`config.mk`:
```
export PLATFORM = sky130hd
export DESIGN_NAME = edo_ctrl
export DESIGN_NICKNAME = d
export VERILOG_FILES = /design/src/rtl/edo_ctrl_pkg.sv /design/src/rtl/edo_refresh_timer.sv /design/src/rtl/edo_addr_mux.sv /design/src/rtl/edo_strobe_fsm.sv /design/src/rtl/edo_ctrl.sv
export SDC_FILE = /design/constraint.sdc
export NUM_CORES = 1
export LEC_CHECK = 0
export ABC_AREA = 1
export ABC_CLOCK_PERIOD_IN_PS = 1500
export CAP_MARGIN = 20
export CORE_MARGIN = 2
export CORE_UTILIZATION = 33
export DETAILED_ROUTE_END_ITERATION = 8
export SLEW_MARGIN = 10
export SYNTH_ARGS = -nofsm -noshare
export SYNTH_HDL_FRONTEND = slang
export SYNTH_SLANG_ARGS = --single-unit
```
`constraint.sdc`:
```
create_clock -name clk -period 1.5 [get_ports clk]
set_clock_uncertainty 0.2 [all_clocks]
set_input_delay 0.3 -clock clk [delete_from_list [all_inputs] [get_ports clk]]
set_output_delay 0.3 -clock clk [all_outputs]
set_load 0.05 [all_outputs]
```
`src/rtl/edo_ctrl_pkg.sv`:
```
package edo_ctrl_pkg;

  typedef enum logic [2:0] {
    ST_IDLE, ST_ROW, ST_COL, ST_CAP, ST_PRE, ST_RCAS, ST_RRAS
  } edo_state_t;

  // nanoseconds to clock cycles, rounded up, never below one
  function automatic int ns_to_cyc(input int ns, input int clk_ns);
    int c;
    c = (ns + clk_ns - 1) / clk_ns;
    return (c < 1) ? 1 : c;
  endfunction

  function automatic int max_of(input int a, input int b);
    return (a > b) ? a : b;
  endfunction

  // precharge length so that low time plus precharge reaches the cycle limit
  function automatic int pre_len(input int low_c, input int rp_c, input int rc_c);
    return (rc_c > low_c) ? max_of(rp_c, rc_c - low_c) : rp_c;
  endfunction

endpackage

```
`src/rtl/edo_refresh_timer.sv`:
```
module edo_refresh_timer #(
  parameter int INTERVAL = 780
) (
  input  logic clk,
  input  logic rst_n,
  input  logic take,
  output logic pend
);
  localparam int TW = $clog2(INTERVAL + 1);
  localparam logic [TW-1:0] LAST = TW'(INTERVAL - 1);

  logic [TW-1:0] tick;

  always_ff @(posedge clk or negedge rst_n) begin
    if (!rst_n) begin
      tick <= '0;
      pend <= 1'b0;
    end else begin
      if (tick == LAST) begin
        tick <= '0;
        pend <= 1'b1;
      end else begin
        tick <= tick + 1'b1;
        if (take) pend <= 1'b0;
      end
    end
  end
endmodule

```
`src/rtl/edo_addr_mux.sv`:
```
module edo_addr_mux #(
  parameter int AW = 20
) (
  input  logic [AW-1:0]   addr,
  input  logic            col_sel,
  output logic [AW/2-1:0] pins
);
  localparam int MW = AW / 2;

  always_comb pins = col_sel ? addr[MW-1:0] : addr[AW-1:MW];
endmodule

```
`src/rtl/edo_strobe_fsm.sv`:
```
module edo_strobe_fsm
  import edo_ctrl_pkg::*;
#(
  parameter int CNT_W    = 8,
  parameter int RCD_C    = 1,
  parameter int COL_C    = 2,
  parameter int PRE_RD_C = 2,
  parameter int PRE_WR_C = 3,
  parameter int REF_C    = 3,
  parameter int PRE_RF_C = 3
) (
  input  logic       clk,
  input  logic       rst_n,
  input  logic       host_req,
  input  logic       host_wr,
  input  logic       ref_pend,
  output edo_state_t state,
  output logic       wr_q
);
  logic [CNT_W-1:0] cnt;

  always_ff @(posedge clk or negedge rst_n) begin
    if (!rst_n) begin
      state <= ST_IDLE;
      cnt   <= '0;
      wr_q  <= 1'b0;
    end else if (cnt != '0) begin
      cnt <= cnt - 1'b1;
    end else begin
      unique case (state)
        ST_IDLE: begin
          if (ref_pend) begin
            state <= ST_RCAS;
            cnt   <= '0;
          end else if (host_req) begin
            state <= ST_ROW;
            cnt   <= CNT_W'(RCD_C - 1);
            wr_q  <= host_wr;
          end
        end
        ST_ROW: begin
          state <= ST_COL;
          cnt   <= CNT_W'(COL_C - 1);
        end
        ST_COL: begin
          if (wr_q) begin
            state <= ST_PRE;
            cnt   <= CNT_W'(PRE_WR_C - 1);
          end else begin
            state <= ST_CAP;
            cnt   <= '0;
          end
        end
        ST_CAP: begin
          state <= ST_PRE;
          cnt   <= CNT_W'(PRE_RD_C - 1);
        end
        ST_RCAS: begin
          state <= ST_RRAS;
          cnt   <= CNT_W'(REF_C - 1);
        end
        ST_RRAS: begin
          state <= ST_PRE;
          cnt   <= CNT_W'(PRE_RF_C - 1);
        end
        default: state <= ST_IDLE;
      endcase
    end
  end
endmodule

```
`src/rtl/edo_ctrl.sv`:
```
module edo_ctrl
  import edo_ctrl_pkg::*;
#(
  parameter int CLK_NS    = 20,
  parameter int T_RAC_NS  = 60,
  parameter int T_CAC_NS  = 15,
  parameter int T_RC_NS   = 104,
  parameter int T_RCD_NS  = 20,
  parameter int T_RP_NS   = 40,
  parameter int T_REFI_NS = 15600,
  parameter int AW        = 20,
  parameter int DW        = 16,
  parameter int CNT_W     = 8
) (
  input  logic            clk,
  input  logic            rst_n,
  input  logic            req_valid,
  input  logic            req_write,
  input  logic [AW-1:0]   req_addr,
  input  logic [DW-1:0]   req_wdata,
  input  logic [1:0]      req_be,
  output logic            req_ready,
  output logic [DW-1:0]   rd_data,
  output logic            rd_valid,
  output logic            dram_ras_n,
  output logic            dram_ucas_n,
  output logic            dram_lcas_n,
  output logic            dram_we_n,
  output logic            dram_oe_n,
  output logic [AW/2-1:0] dram_addr,
  output logic            dram_dq_oe,
  output logic [DW-1:0]   dram_dq_out,
  input  logic [DW-1:0]   dram_dq_in
);
  localparam int HB       = DW / 2;
  localparam int RAC_C    = ns_to_cyc(T_RAC_NS, CLK_NS);
  localparam int CAC_C    = ns_to_cyc(T_CAC_NS, CLK_NS);
  localparam int RC_C     = ns_to_cyc(T_RC_NS, CLK_NS);
  localparam int RCD_C    = ns_to_cyc(T_RCD_NS, CLK_NS);
  localparam int RP_C     = ns_to_cyc(T_RP_NS, CLK_NS);
  localparam int REFI_C   = ns_to_cyc(T_REFI_NS, CLK_NS);
  localparam int COL_C    = (RAC_C > RCD_C) ? max_of(CAC_C, RAC_C - RCD_C) : CAC_C;
  localparam int PRE_RD_C = pre_len(RCD_C + COL_C + 1, RP_C, RC_C);
  localparam int PRE_WR_C = pre_len(RCD_C + COL_C, RP_C, RC_C);
  localparam int PRE_RF_C = pre_len(RAC_C, RP_C, RC_C);

  edo_state_t      state;
  logic            wr_q;
  logic [AW-1:0]   addr_q;
  logic [1:0]      be_q;
  logic [DW-1:0]   wdata_q;

  // named internal events, also observed by the checker
  logic idle_w, ref_pend_w, accept_w, ref_take_w;
  logic host_ras_w, host_cas_w, ref_cas_w, col_sel_w;

  edo_refresh_timer #(.INTERVAL(REFI_C)) u_timer (
    .clk(clk), .rst_n(rst_n), .take(ref_take_w), .pend(ref_pend_w)
  );

  edo_strobe_fsm #(
    .CNT_W(CNT_W), .RCD_C(RCD_C), .COL_C(COL_C), .PRE_RD_C(PRE_RD_C),
    .PRE_WR_C(PRE_WR_C), .REF_C(RAC_C), .PRE_RF_C(PRE_RF_C)
  ) u_fsm (
    .clk(clk), .rst_n(rst_n), .host_req(req_valid), .host_wr(req_write),
    .ref_pend(ref_pend_w), .state(state), .wr_q(wr_q)
  );

  edo_addr_mux #(.AW(AW)) u_amux (
    .addr(addr_q), .col_sel(col_sel_w), .pins(dram_addr)
  );

  always_comb begin
    idle_w     = (state == ST_IDLE);
    req_ready  = idle_w && !ref_pend_w;
    accept_w   = req_ready && req_valid;
    ref_take_w = idle_w && ref_pend_w;
    host_cas_w = (state == ST_COL) || (state == ST_CAP);
    host_ras_w = (state == ST_ROW) || host_cas_w;
    ref_cas_w  = (state == ST_RCAS) || (state == ST_RRAS);
    col_sel_w  = host_cas_w;
  end

  always_comb begin
    dram_ras_n  = !(host_ras_w || (state == ST_RRAS));
    dram_lcas_n = !((host_cas_w && be_q[0]) || ref_cas_w);
    dram_ucas_n = !((host_cas_w && be_q[1]) || ref_cas_w);
    dram_we_n   = !(wr_q && ((state == ST_ROW) || (state == ST_COL)));
    dram_oe_n   = !(!wr_q && host_cas_w);
    dram_dq_oe  = !dram_we_n;
    dram_dq_out = wdata_q;
  end

  always_ff @(posedge clk or negedge rst_n) begin
    if (!rst_n) begin
      addr_q   <= '0;
      be_q     <= '0;
      wdata_q  <= '0;
      rd_data  <= '0;
      rd_valid <= 1'b0;
    end else begin
      if (accept_w) begin
        addr_q  <= req_addr;
        be_q    <= req_be;
        wdata_q <= req_wdata;
      end
      rd_valid <= (state == ST_CAP);
      if (state == ST_CAP)
        rd_data <= dram_dq_in & {{HB{be_q[1]}}, {HB{be_q[0]}}};
    end
  end
endmodule

```
# Yosys cells after proc, flatten, opt, wreduce, memory -nomap -nowiden
# Cells that the tools add are included.
dict set report word_totals {
  ff_bits 78
  word_cells 67
}
dict set report classes {
  addsub 2
  eq_ne 8
  mux 13
  bitwise_logic 3
  n_reduce_logical 31
}
# op count
set ops {}
lappend ops {{$pmux 8 s4} 1}
lappend ops {{$mux 8} 3}
lappend ops {{$mux 10} 2}
lappend ops {{$and 16x16->16} 1}
lappend ops {{$pmux 3 s5} 1}
lappend ops {{$add 10x1->10 const B} 1}
lappend ops {{$eq 10x10->1 const B} 1}
lappend ops {{$mux 3} 3}
lappend ops {{$reduce_bool 8->1} 1}
lappend ops {{$sub 8x1->8 const B} 1}
lappend ops {{$logic_and 1x1->1} 7}
lappend ops {{$logic_not 1->1} 7}
lappend ops {{$logic_or 1x1->1} 7}
lappend ops {{$eq 3x2->1 const B} 2}
lappend ops {{$eq 3x3->1 const B} 2}
lappend ops {{$reduce_or 2->1} 3}
lappend ops {{$reduce_bool 5->1} 1}
lappend ops {{$ne 4x2->1 const B} 1}
lappend ops {{$reduce_and 2->1} 2}
lappend ops {{$reduce_and 4->1} 1}
lappend ops {{$eq 3x1->1 const B} 1}
lappend ops {{$logic_not 3->1} 1}
lappend ops {{$ne 3x2->1 const B} 1}
lappend ops {{$mux 1} 2}
lappend ops {{3 further kinds} 4}

# Depth between registers and ports, before layout
# Gate-level depths: netlist of run 1.
dict set report depth {
  ltp_word 5
  ltp_mapped 8
}

# Modules after synthesis
# Synthesis of run 1 repeated with hierarchy kept, for this count alone.
dict set report hier_totals {
  hier_cells 470
  area_unflattened_um2 3644.7
}
# mod n_inst cells_each area_per_inst_um2
set modules_own_cells {}
lappend modules_own_cells {edo_ctrl 1 255 2198.4}
lappend modules_own_cells {edo_strobe_fsm 1 117 774.5}
lappend modules_own_cells {edo_refresh_timer 1 66 544.3}
lappend modules_own_cells {edo_addr_mux 1 32 127.6}

# Worst setup path after synthesis of run 1
# Ideal clock, no wire load.
dict set report synth_path {
  path_kind {register to output}
  startpoint {register u_fsm.state[0]}
  endpoint {output dram_we_n}
  arrival_time_ns 2.393
  slack_ns -1.393
  stages_incl_launch_ff 6
  path_cell_list {dfrtp_1 > buf_4 > nor2_1 > nor2_1 > nor3_1 > inv_1}
}
dict set report synth_via {
  elab_chain_len 4
}
# element line
set synth_lines {}
lappend synth_lines {{start, declared} edo_strobe_fsm.sv:17} ;# output edo_state_t state,
lappend synth_lines {{start signal, assigned} edo_strobe_fsm.sv:24} ;# state <= ST_IDLE;
lappend synth_lines {{start signal, assigned} edo_strobe_fsm.sv:33} ;# state <= ST_RCAS;
lappend synth_lines {{start signal, assigned} edo_strobe_fsm.sv:36} ;# state <= ST_ROW;
lappend synth_lines {{$eq 3x1->1 / $eq 3x2->1 (equally long branches)} edo_ctrl.sv:88} ;# dram_we_n = !(wr_q && ((state == ST_ROW) || (state == ST_COL)));
lappend synth_lines {{$logic_or 1x1->1 (*)} edo_ctrl.sv:88}
lappend synth_lines {{$logic_and 1x1->1 (*)} edo_ctrl.sv:88}
lappend synth_lines {{net dram_dq_oe} edo_ctrl.sv:31} ;# output logic dram_dq_oe,
lappend synth_lines {{$logic_not 1->1 (*)} edo_ctrl.sv:88}
lappend synth_lines {{end, declared} edo_ctrl.sv:28} ;# output logic dram_we_n,
# The timed path passes the listed nets; every way through them passes the cells marked *.

# Worst setup path after layout of run 1
dict set report layout_path {
  startpoint {register u_fsm.state[1]}
  endpoint {output dram_addr[2]}
}
dict set report layout_via {
  elab_chain_len 3
}
# element line
set layout_lines {}
lappend layout_lines {{$eq 3x2->1} edo_ctrl.sv:78} ;# host_cas_w = (state == ST_COL) || (state == ST_CAP);
lappend layout_lines {{$logic_or 1x1->1 (*)} edo_ctrl.sv:78}
lappend layout_lines {{$mux 10 (*)} edo_addr_mux.sv:10} ;# always_comb pins = col_sel ? addr[MW-1:0] : addr[AW-1:MW];
lappend layout_lines {{end, declared} edo_ctrl.sv:30} ;# output logic [AW/2-1:0] dram_addr,
# Mark *: on every way between the ends. The rest lies on a longest branch, timed or not.

==> results of run 1 <==
[worst max path at each step]
stage | from | endpoint | slack (ns) | cells past startpoint
floorplan | u_fsm.state[1] | dram_we_n | -0.50 | 7
global placement | u_fsm.state[0] | dram_addr[3] | -0.23 | 7
detailed placement | u_fsm.state[1] | dram_addr[4] | -0.26 | 8
CTS | u_fsm.state[0] | dram_addr[0] | -0.63 | 8
global route | u_fsm.state[1] | dram_addr[0] | -0.68 | 8
finish | u_fsm.state[1] | dram_addr[2] | -0.61 | 7
[cells by family after synthesis]
| kind of cell | Yosys count | share of synthesized area |
|---|---|---|
| AOI/OAI and AO/OA | 77 | 0.136 |
| xor gates and xnor gates | 6 | 0.0143 |
| adders and majority gates | 3 | 0.0102 |
| buffers and inverters | 85 | 0.103 |
| DFF | 78 | 0.531 |
| and+or+nand+nor | 184 | 0.205 |
[layout make-up]
| cell class | count | share of cell area |
|---|---|---|
| Sequential cell | 78 | 0.299 |
| Tap cell | 140 | 0.0267 |
| Clock buffer | 10 | 0.0210 |
| Timing Repair Buffer | 173 | 0.350 |
| Inverter | 67 | 0.0392 |
| Multi-Input combinational cell | 270 | 0.254 |
| Clock inverter | 6 | 0.0107 |
[layer usage]
layer	up-vias	global-route usage
li1	1671	-
met1	1522	0.211
met3	10	0.0445
met2	98	0.270
met4	0	0.0524
met5	-	0
[registers in the layout (all words and copies together), names as in the netlist, 2 cells and up]
name,cells
be_q,2
u_fsm.state,3
addr_q,20
u_fsm.cnt,8
u_timer.tick,10
dram_dq_out,16
rd_data,16
[worst reg2reg max path: stages, from the launching register on]
cell	delay [ns]
dfrtp_2	0.45
buf_4	0.16
nor2_4	0.13
nand2_4	0.07
nor3_4	0.19
buf_12	0.16
bufbuf_16	0.27
nand2_1	0.05
o21ai_1	0.07
[repair_timing]
| action | 4_1_cts | 5_1_grt |
|---|---|---|
| resized for setup | 28 | 22 |
| endpoints found under the hold margin | 78 | 0 |
| setup endpoints to repair | 63 | 72 |
| setup buffers | 7 | 8 |
| pin swaps | 9 | 6 |
| cloned | 3 | 3 |
| hold buffers | 1 | 0 |
[cell usage after synthesis, types with 3 or more instances]
cell | n | area (um^2)
nand2_1 | 120 | 450
nand3_1 | 16 | 80.1
buf_1 | 3 | 11.3
nor3_1 | 4 | 20.0
o21ai_1 | 6 | 30.0
buf_2 | 5 | 25.0
ha_1 | 3 | 37.5
buf_6 | 6 | 67.6
a21oi_1 | 8 | 40.0
nand4_1 | 3 | 18.8
dfrtp_1 | 78 | 1950
nor2_1 | 36 | 135
xor2_1 | 4 | 35.0
inv_1 | 65 | 244
o21ai_0 | 32 | 160
o21ai_2 | 30 | 263
[metrics by stage]
stage                     utilization  setup slack, ns  hold slack (ns)
after floorplan                     -           -0.498           -0.196
after global placement          0.545           -0.235           0.0171
after detailed placement        0.545           -0.264           0.0175
after CTS                       0.586           -0.630            0.173
after global routing            0.604           -0.683            0.176
final                           0.604           -0.606            0.183
[report_power, final]
| group | switching, uW | internal, uW |
|---|---|---|
| sequential | 718 | 2930 |
| combinational | 5690 | 5330 |
| clock | 814 | 823 |
==> reports/metrics.cfg, run 1 <==
[worst_setup_path]
critPathBufInv = 3
crit_slowest_cell = dfrtp_2
r2r-end = addr_q[18]
max_stage_delay_ns = 0.45
worstPathMaxFanout = 5
path_delay_family = flip-flops
crit_chain = inv_4 > nor2_4 > nand2_2 > nand2_4 > clkbuf_16 > o21ai_4 > buf_12
crit_path_start_kind = register
timing.rr.start = u_fsm.state[0]
r2r_setup_slack_ns = -0.31
worstPathArrival_ns = 1.61
crit_path_end_kind = primary output
r2r_cells = 8
cp.required_ns = 1.00
crit_type = reg2out

[grt]
grt_pass1_wl_mm = 15.4
grt_usage = 0.165
grt_max_degree = 35
grt_pass1_vias = 3263
antenna_found_initial = 0
grt_overflow_total = 0

[sta]
relSlewSlack = 0.787
max_freq_mhz = 475
period_share = 1.40
final_max_slew_viol_count = 0
finalHoldViolations = 0
grt_setup_unrepaired = true
worstMarginPinSlew_ns = 0.320
fin_crit_ns = 2.11
setup_viol = 61
finalSetupTns_ns = -20.90
setup_ws_ns = -0.606

[clock_tree]
ctsRootBufferMaster = clkbuf_8
cts_tree = built
cts_buffers = 9
clock_sinks = 78
htree_levels = 3
cts_buffer_depth = 2
clk_latency_ns = 0.35
clk_pin_slew_ns = 0.09

[drt]
wl_met3_um = 677
wl_met1_mm = 4.11
antenna_left = 0
vias = 3301
drc = 0
drt_pass1_iterations = 4
top_layer = met4
wl_per_cell_um = 12.9
viasPerCell = 4.44
drt_wl_total_mm = 9.56
dr.first_iter.drc_count = 99
wl_met2_mm = 4.64

[floorplanning]
start_util = 0.339
die_width_um = 110
die_h_um = 110
ioPinCount = 108
dieArea_um2 = 12000
core.rowCount = 38
core_area_um2 = 10800

[cells_and_area]
final_cell_mix = nand2_1, dfrtp_1, inv_1, buf_12, clkdlybuf4s50_1
drive_gt1_frac = 0.364
final_common_cell = nand2_1
filler_cell_count = 888
area_delta_synth_final_pct = 78.2
fin_cells = 744
nets = 660
final_area_um2 = 6550
regArea_um2 = 1960
antennaDiodeCount = 0
multiInputGateArea_um2 = 1660

[logic_synthesis]
synth_area_per_cell_um2 = 8.49
synthFlopType = dfrtp_1
synthCells = 433
ys_warn_count = 0
synthesis.nets = 494
ys_seq_area_frac = 0.531
synth.distinct_cells = 26
async_flop_share = 1.00
syn_area_um2 = 3670
synth_edf_count = 0
ys_seq_elements = 78

[pwr]
finalPower_uw = 16300
irDropWorstVdd_v = 0.00129
p_leak_uw = 0.00304
p_per_area_nw_per_um2 = 2490

[status]
status = finished, violations left
violations = negative setup slack

[flow_run]
maxCapViolCount = 0

[min_path]
hp-class = in2async

[place]
port_buffers = 107
finalWeightedCongestion = 0.788
post-dp-hpwl_mm = 6.74
place_inst = 709
place_area_um2 = 5910

Power figures use the tool's default switching activity.
==> inputs of run 2 (changes only) <==
--- a/config.mk
+++ b/config.mk
@@ -6,7 +6,7 @@
 export NUM_CORES = 1
 export LEC_CHECK = 0
 export ABC_AREA = 1
-export ABC_CLOCK_PERIOD_IN_PS = 1500
+export ABC_CLOCK_PERIOD_IN_PS = 2400
 export CAP_MARGIN = 20
 export CORE_MARGIN = 2
 export CORE_UTILIZATION = 33
==> constraint.sdc (replaced) <==
create_clock -name clk -period 2.4 [get_ports clk]
set_clock_uncertainty 0.2 [all_clocks]
set_input_delay 0.48 -clock clk [delete_from_list [all_inputs] [get_ports clk]]
set_output_delay 0.48 -clock clk [all_outputs]
set_load 0.05 [all_outputs]
==> run 2 against run 1 <==
  * Final area shrank 19%
  * Clock power shrank 33%
  * Combinational power shrank 56%
  * The run now ends clean
  * Register-to-register slack gained 0.74 ns
  * Largest cell class is now sequential cells
  * Flip-flop and latch count is the same
==> reports/metrics.cfg, run 2 (synthesis gave the netlist of run 1 again) <==
[worst_setup_path]
critPathMostFrequentCell = nand2_1
r2r_cells = 7
crit_chain = nor2_4 > nand2_1 > nand2_2 > buf_6 > nand2_1 > o21ai_1 > buf_12
cp.required_ns = 1.72
max_stage_delay_ns = 0.46
crit_path_end_kind = primary output
r2r_setup_slack_ns = 0.43
worstPathArrival_ns = 1.67
crit_slowest_cell = dfrtp_2
crit_path_start_kind = register
worstPathMaxFanout = 11
crit_type = reg2out

[clock_tree]
clk_latency_ns = 0.35
htree_levels = 3
cts_tree = built
cts_buffers = 9
clk_pin_slew_ns = 0.08
ctsRootBufferMaster = clkbuf_8
cts_buffer_depth = 2
clock_sinks = 78

[sta]
max_freq_mhz = 426
setup_viol = 0
worstMarginPinSlew_ns = 0.530
period_share = 0.978
grt_setup_unrepaired = true
relSlewSlack = 0.645
final_max_slew_viol_count = 0
finalHoldViolations = 0
fin_crit_ns = 2.35

[pwr]
p_leak_uw = 0.00248
finalPower_uw = 8080
swShare = 0.474
p_clk_frac = 0.136
p_per_area_nw_per_um2 = 1520
p_switching_uw = 3830
seqPwrFrac = 0.270
irDropWorstVdd_v = 0.000891
power_frac_comb = 0.594
p_int_uw = 4250

[grt]
grt_pass1_wl_mm = 14.0
grt_usage = 0.152
grt_max_degree = 79
grt_pass1_vias = 2934
grt_overflow_total = 0
antenna_found_initial = 0

[drt]
antenna_left = 0
vias = 3051
drt_pass1_iterations = 4
drc = 0
wl_per_cell_um = 12.5
dr.first_iter.drc_count = 137
drt_wl_total_mm = 8.67
viasPerCell = 4.40

[cells_and_area]
utilization = 0.491
filler_cell_count = 1033
largest_reg_flops = 20
largest_register = addr_q
final_common_cell = nand2_1
nets = 609
area_delta_synth_final_pct = 44.7
drive_gt1_frac = 0.177
final_cell_mix = nand2_1, clkdlybuf4s50_1, dfrtp_1, inv_1, o21ai_2
antennaDiodeCount = 0

[floorplanning]
ioPinCount = 108
start_util = 0.339
dieArea_um2 = 12000
core.rowCount = 38
core_area_um2 = 10800
die_width_um = 110
die_h_um = 110

[flow_run]
maxCapViolCount = 0

[place]
post-dp-hpwl_mm = 6.12
port_buffers = 107
finalWeightedCongestion = 0.776

[min_path]
whs_path_depth = 1
hp-class = reg2reg

[status]
status = completed

run 2: what timing repair did:
action / CTS / global route
gates resized for setup: 8 / 12
hold buffers: 1 / 0
hold endpoints to repair: 78 / 0
gates cloned: 0 / 1
endpoints found under the setup margin: 14 / 12
buffers inserted: 5 / 2
pin swaps: 0 / 0
run 2: routing by layer:
metal / part of all wire / track usage / vias to the layer above / wire, um
met1: 0.45 / 0.188 / 1426 / 3890
met2: 0.50 / 0.254 / 48 / 4310
met5: 0 / 0 / - / 0
li1: - / - / 1567 / -
met3: 0.037 / 0.0368 / 10 / 321
met4: 0.016 / 0.0633 / 0 / 142
run 2: worst paths after layout:
kind | end | startpoint
max in group asynchronous | u_fsm.state[0] | rst_n
min reg2reg | u_timer.tick[0] | u_timer.tick[0]
max reg2reg | dram_dq_out[1] | u_fsm.state[1]
max | dram_addr[3] | u_fsm.state[0]
min in group asynchronous | dram_dq_out[5] | rst_n
min | u_timer.tick[0] | u_timer.tick[0]
run 2: stage by stage:
stage	hold WS (ns)	setup WS [ns]	instance area (um^2)	instances	TNS [ns]
after floorplan	-0.0156	-0.313	3680	433	-1.04
after global placement	0.249	0.291	4970	668	0
after detailed placement	0.251	0.206	4970	668	0
after CTS	0.262	0.0160	5250	690	0
after global routing	0.272	-0.0601	5320	693	-0.303
final	0.259	0.0533	5320	693	0
run 2: power by group through the flow:
stage                     clock [uW]  sequential (uW)  combinational [uW]
after floorplan                    0             2900                2250
after global placement             0             2210                4530
after detailed placement           0             2220                4610
after CTS                       1140             2190                4710
after global routing            1190             2260                5150
final                           1100             2190                4800
run 2: final cells by class:
class | instances | area [um^2] | area share
inverters | 67 | 254 | 0.0478
well taps | 140 | 175 | 0.0329
clock inverters | 7 | 98.8 | 0.0186
clock buffers | 9 | 124 | 0.0233
flip-flops and latches | 78 | 1960 | 0.368
repair buffers | 122 | 1330 | 0.249
multi-input cells | 270 | 1390 | 0.261
run 2: worst max-delay path: cells and delay by family (launching register included):
kind                   cells  cell delay [ns]
flip-flops                 1             0.46
AND/OR/NAND/NOR            4             0.38
buffers and inverters      2             0.32
AO/OA/AOI/OAI              1             0.14
==> inputs of run 3 (changes only) <==
--- a/config.mk
+++ b/config.mk
@@ -11,7 +11,8 @@
 export CORE_MARGIN = 2
 export CORE_UTILIZATION = 33
 export DETAILED_ROUTE_END_ITERATION = 8
-export SLEW_MARGIN = 10
+export SETUP_SLACK_MARGIN = 0.15
+export SLEW_MARGIN = 15
 export SYNTH_ARGS = -nofsm -noshare
 export SYNTH_HDL_FRONTEND = slang
 export SYNTH_SLANG_ARGS = --single-unit
==> run 3 against run 2 <==
  * First-iteration DRC count up 1.5%
  * Critical path type unchanged
  * Register-to-register slack is essentially flat
  * Setup slack improved by 0.10 ns
  * Flip-flop and latch count did not move
==> reports/metrics.cfg, run 3 (synthesis gave the netlist of run 1 again) <==
[drt]
dr.first_iter.drc_count = 139
wl_per_cell_um = 12.5
drc = 0
antenna_left = 0
drt_wl_total_mm = 8.63
viasPerCell = 4.46
drt_pass1_iterations = 4
vias = 3080

[clock_tree]
htree_levels = 3
ctsRootBufferMaster = clkbuf_8
clk_latency_ns = 0.34
cts_tree = built
clock_sinks = 78
cts_buffer_depth = 2
cts_buffers = 9
clk_pin_slew_ns = 0.08

[cells_and_area]
fin_cells = 690
final_common_cell = nand2_1
antennaDiodeCount = 0
largest_register = addr_q
final_cell_mix = nand2_1, clkdlybuf4s50_1, dfrtp_1, inv_1, nor2_1
drive_gt1_frac = 0.185
area_delta_synth_final_pct = 49.3
largest_reg_flops = 20
nets = 607

[place]
post-dp-hpwl_mm = 6.02
place_inst = 669
port_buffers = 107
finalWeightedCongestion = 0.768
dp_slack_ns = 0.303

[sta]
grt_setup_unrepaired = true
setup_ws_ns = 0.158
finalHoldViolations = 0
period_share = 0.934
setup_viol = 0
finalSetupTns_ns = 0
relSlewSlack = 0.643
worstMarginPinSlew_ns = 0.533
max_freq_mhz = 446
final_max_slew_viol_count = 0
fin_crit_ns = 2.24

[floorplanning]
core_area_um2 = 10800
die_h_um = 110
ioPinCount = 108
start_util = 0.339
core.rowCount = 38
dieArea_um2 = 12000
die_width_um = 110

[pwr]
p_clk_frac = 0.129
p_switching_uw = 3940
seqPwrFrac = 0.256
p_per_area_nw_per_um2 = 1540
irDropWorstVdd_v = 0.00107
p_leak_uw = 0.00253
p_int_uw = 4530
power_frac_comb = 0.614
swShare = 0.465

[status]
status = completed

[worst_setup_path]
max_stage_delay_ns = 0.39
worstPathArrival_ns = 1.56
path_delay_family = buffers and inverters
worstPathMaxFanout = 12
crit_chain = buf_4 > nand3_2 > nand2_4 > buf_12 > nand2_1 > o21ai_4 > buf_12
critPathMostFrequentCell = buf_12
critPathBufInv = 3
crit_slowest_cell = dfrtp_1
cp.required_ns = 1.72
crit_type = reg2out
crit_path_start_kind = register
crit_path_end_kind = primary output

[flow_run]
maxCapViolCount = 0

[grt]
grt_max_degree = 77
antenna_found_initial = 0
grt_pass1_vias = 3037
grt_overflow_total = 0
grt_usage = 0.152
grt_pass1_wl_mm = 14.3

[min_path]
hp-class = reg2reg

[run 3: cell types whose count changed in the layout (fill, tap and decap cells not counted), moves of 2 or more]
cell      previous run  this run
buf_12              14        18
buf_4               14        11
buf_6                3         0
clkbuf_8             9        11
clkinv_4             3         0
inv_2                1         3
nand2_1            119       117
nand2_4              0         2
o21ai_1              6         2
o21ai_2             36        30
o21ai_4              0        10
[run 3: final timing paths]
path | startpoint | endpoint | slack, ns | cells past startpoint
worst max-delay path | u_fsm.state[1] | dram_addr[5] | 0.16 | 7
worst min-delay path | u_timer.tick[0] | u_timer.tick[0] | 0.28 | 1
worst max register to register | u_fsm.state[0] | be_q[1] | 0.44 | 8
worst min register to register | u_timer.tick[0] | u_timer.tick[0] | 0.28 | 1
max in group asynchronous | rst_n | u_fsm.state[2] | 0.98 | 3
min in group asynchronous | rst_n | dram_dq_out[6] | 0.41 | 2
[run 3: cell type report]
class | count | area, um^2
Clock buffer | 12 | 155
Clock inverter | 3 | 67.6
Fill cell | 1031 | 5350
Inverter | 67 | 251
Multi-Input combinational cell | 270 | 1510
Sequential cell | 78 | 1950
Tap cell | 140 | 175
Timing Repair Buffer | 120 | 1370
[run 3: power groups by stage]
stage | Combinational [uW] | Clock (uW) | Sequential [uW]
floorplan | 2290 | 0 | 2900
global placement | 4740 | 0 | 2180
detailed placement | 4800 | 0 | 2190
CTS | 5230 | 1130 | 2170
global route | 5540 | 1170 | 2240
finish | 5200 | 1090 | 2170
[run 3: what timing repair did]
item | in CTS | in global routing
gates cloned | 1 | 0
pin swaps | 1 | 1
resized for setup | 28 | 5
hold buffers | 1 | 0
setup endpoints to repair | 14 | 16
buffers inserted | 4 | 0
endpoints found under the hold margin | 29 | 0
[run 3: per-stage QoR]
stage	total power, uW	hold slack [ns]	cell area [um^2]	util
after floorplan	5200	-0.0156	3700	-
after global placement	6920	0.237	5050	0.466
after detailed placement	7000	0.247	5050	0.466
after CTS	8530	0.278	5470	0.505
after global routing	8960	0.314	5490	0.506
final	8460	0.282	5490	0.506
[run 3: worst reg2reg max path, delay by kind of cell, from the launching register on]
kind / cells / cell delay, ns
DFF: 1 / 0.44
AOI/OAI and AO/OA: 1 / 0.07
and+or+nand+nor: 4 / 0.55
buffers and inverters: 3 / 0.63
[run 3: per-layer routing]
metal	track usage	part of all wire	up-vias
li1	-	-	1559
met1	0.194	0.45	1455
met2	0.254	0.49	52
met3	0.0243	0.029	14
met4	0.0678	0.024	0
met5	0	0	-
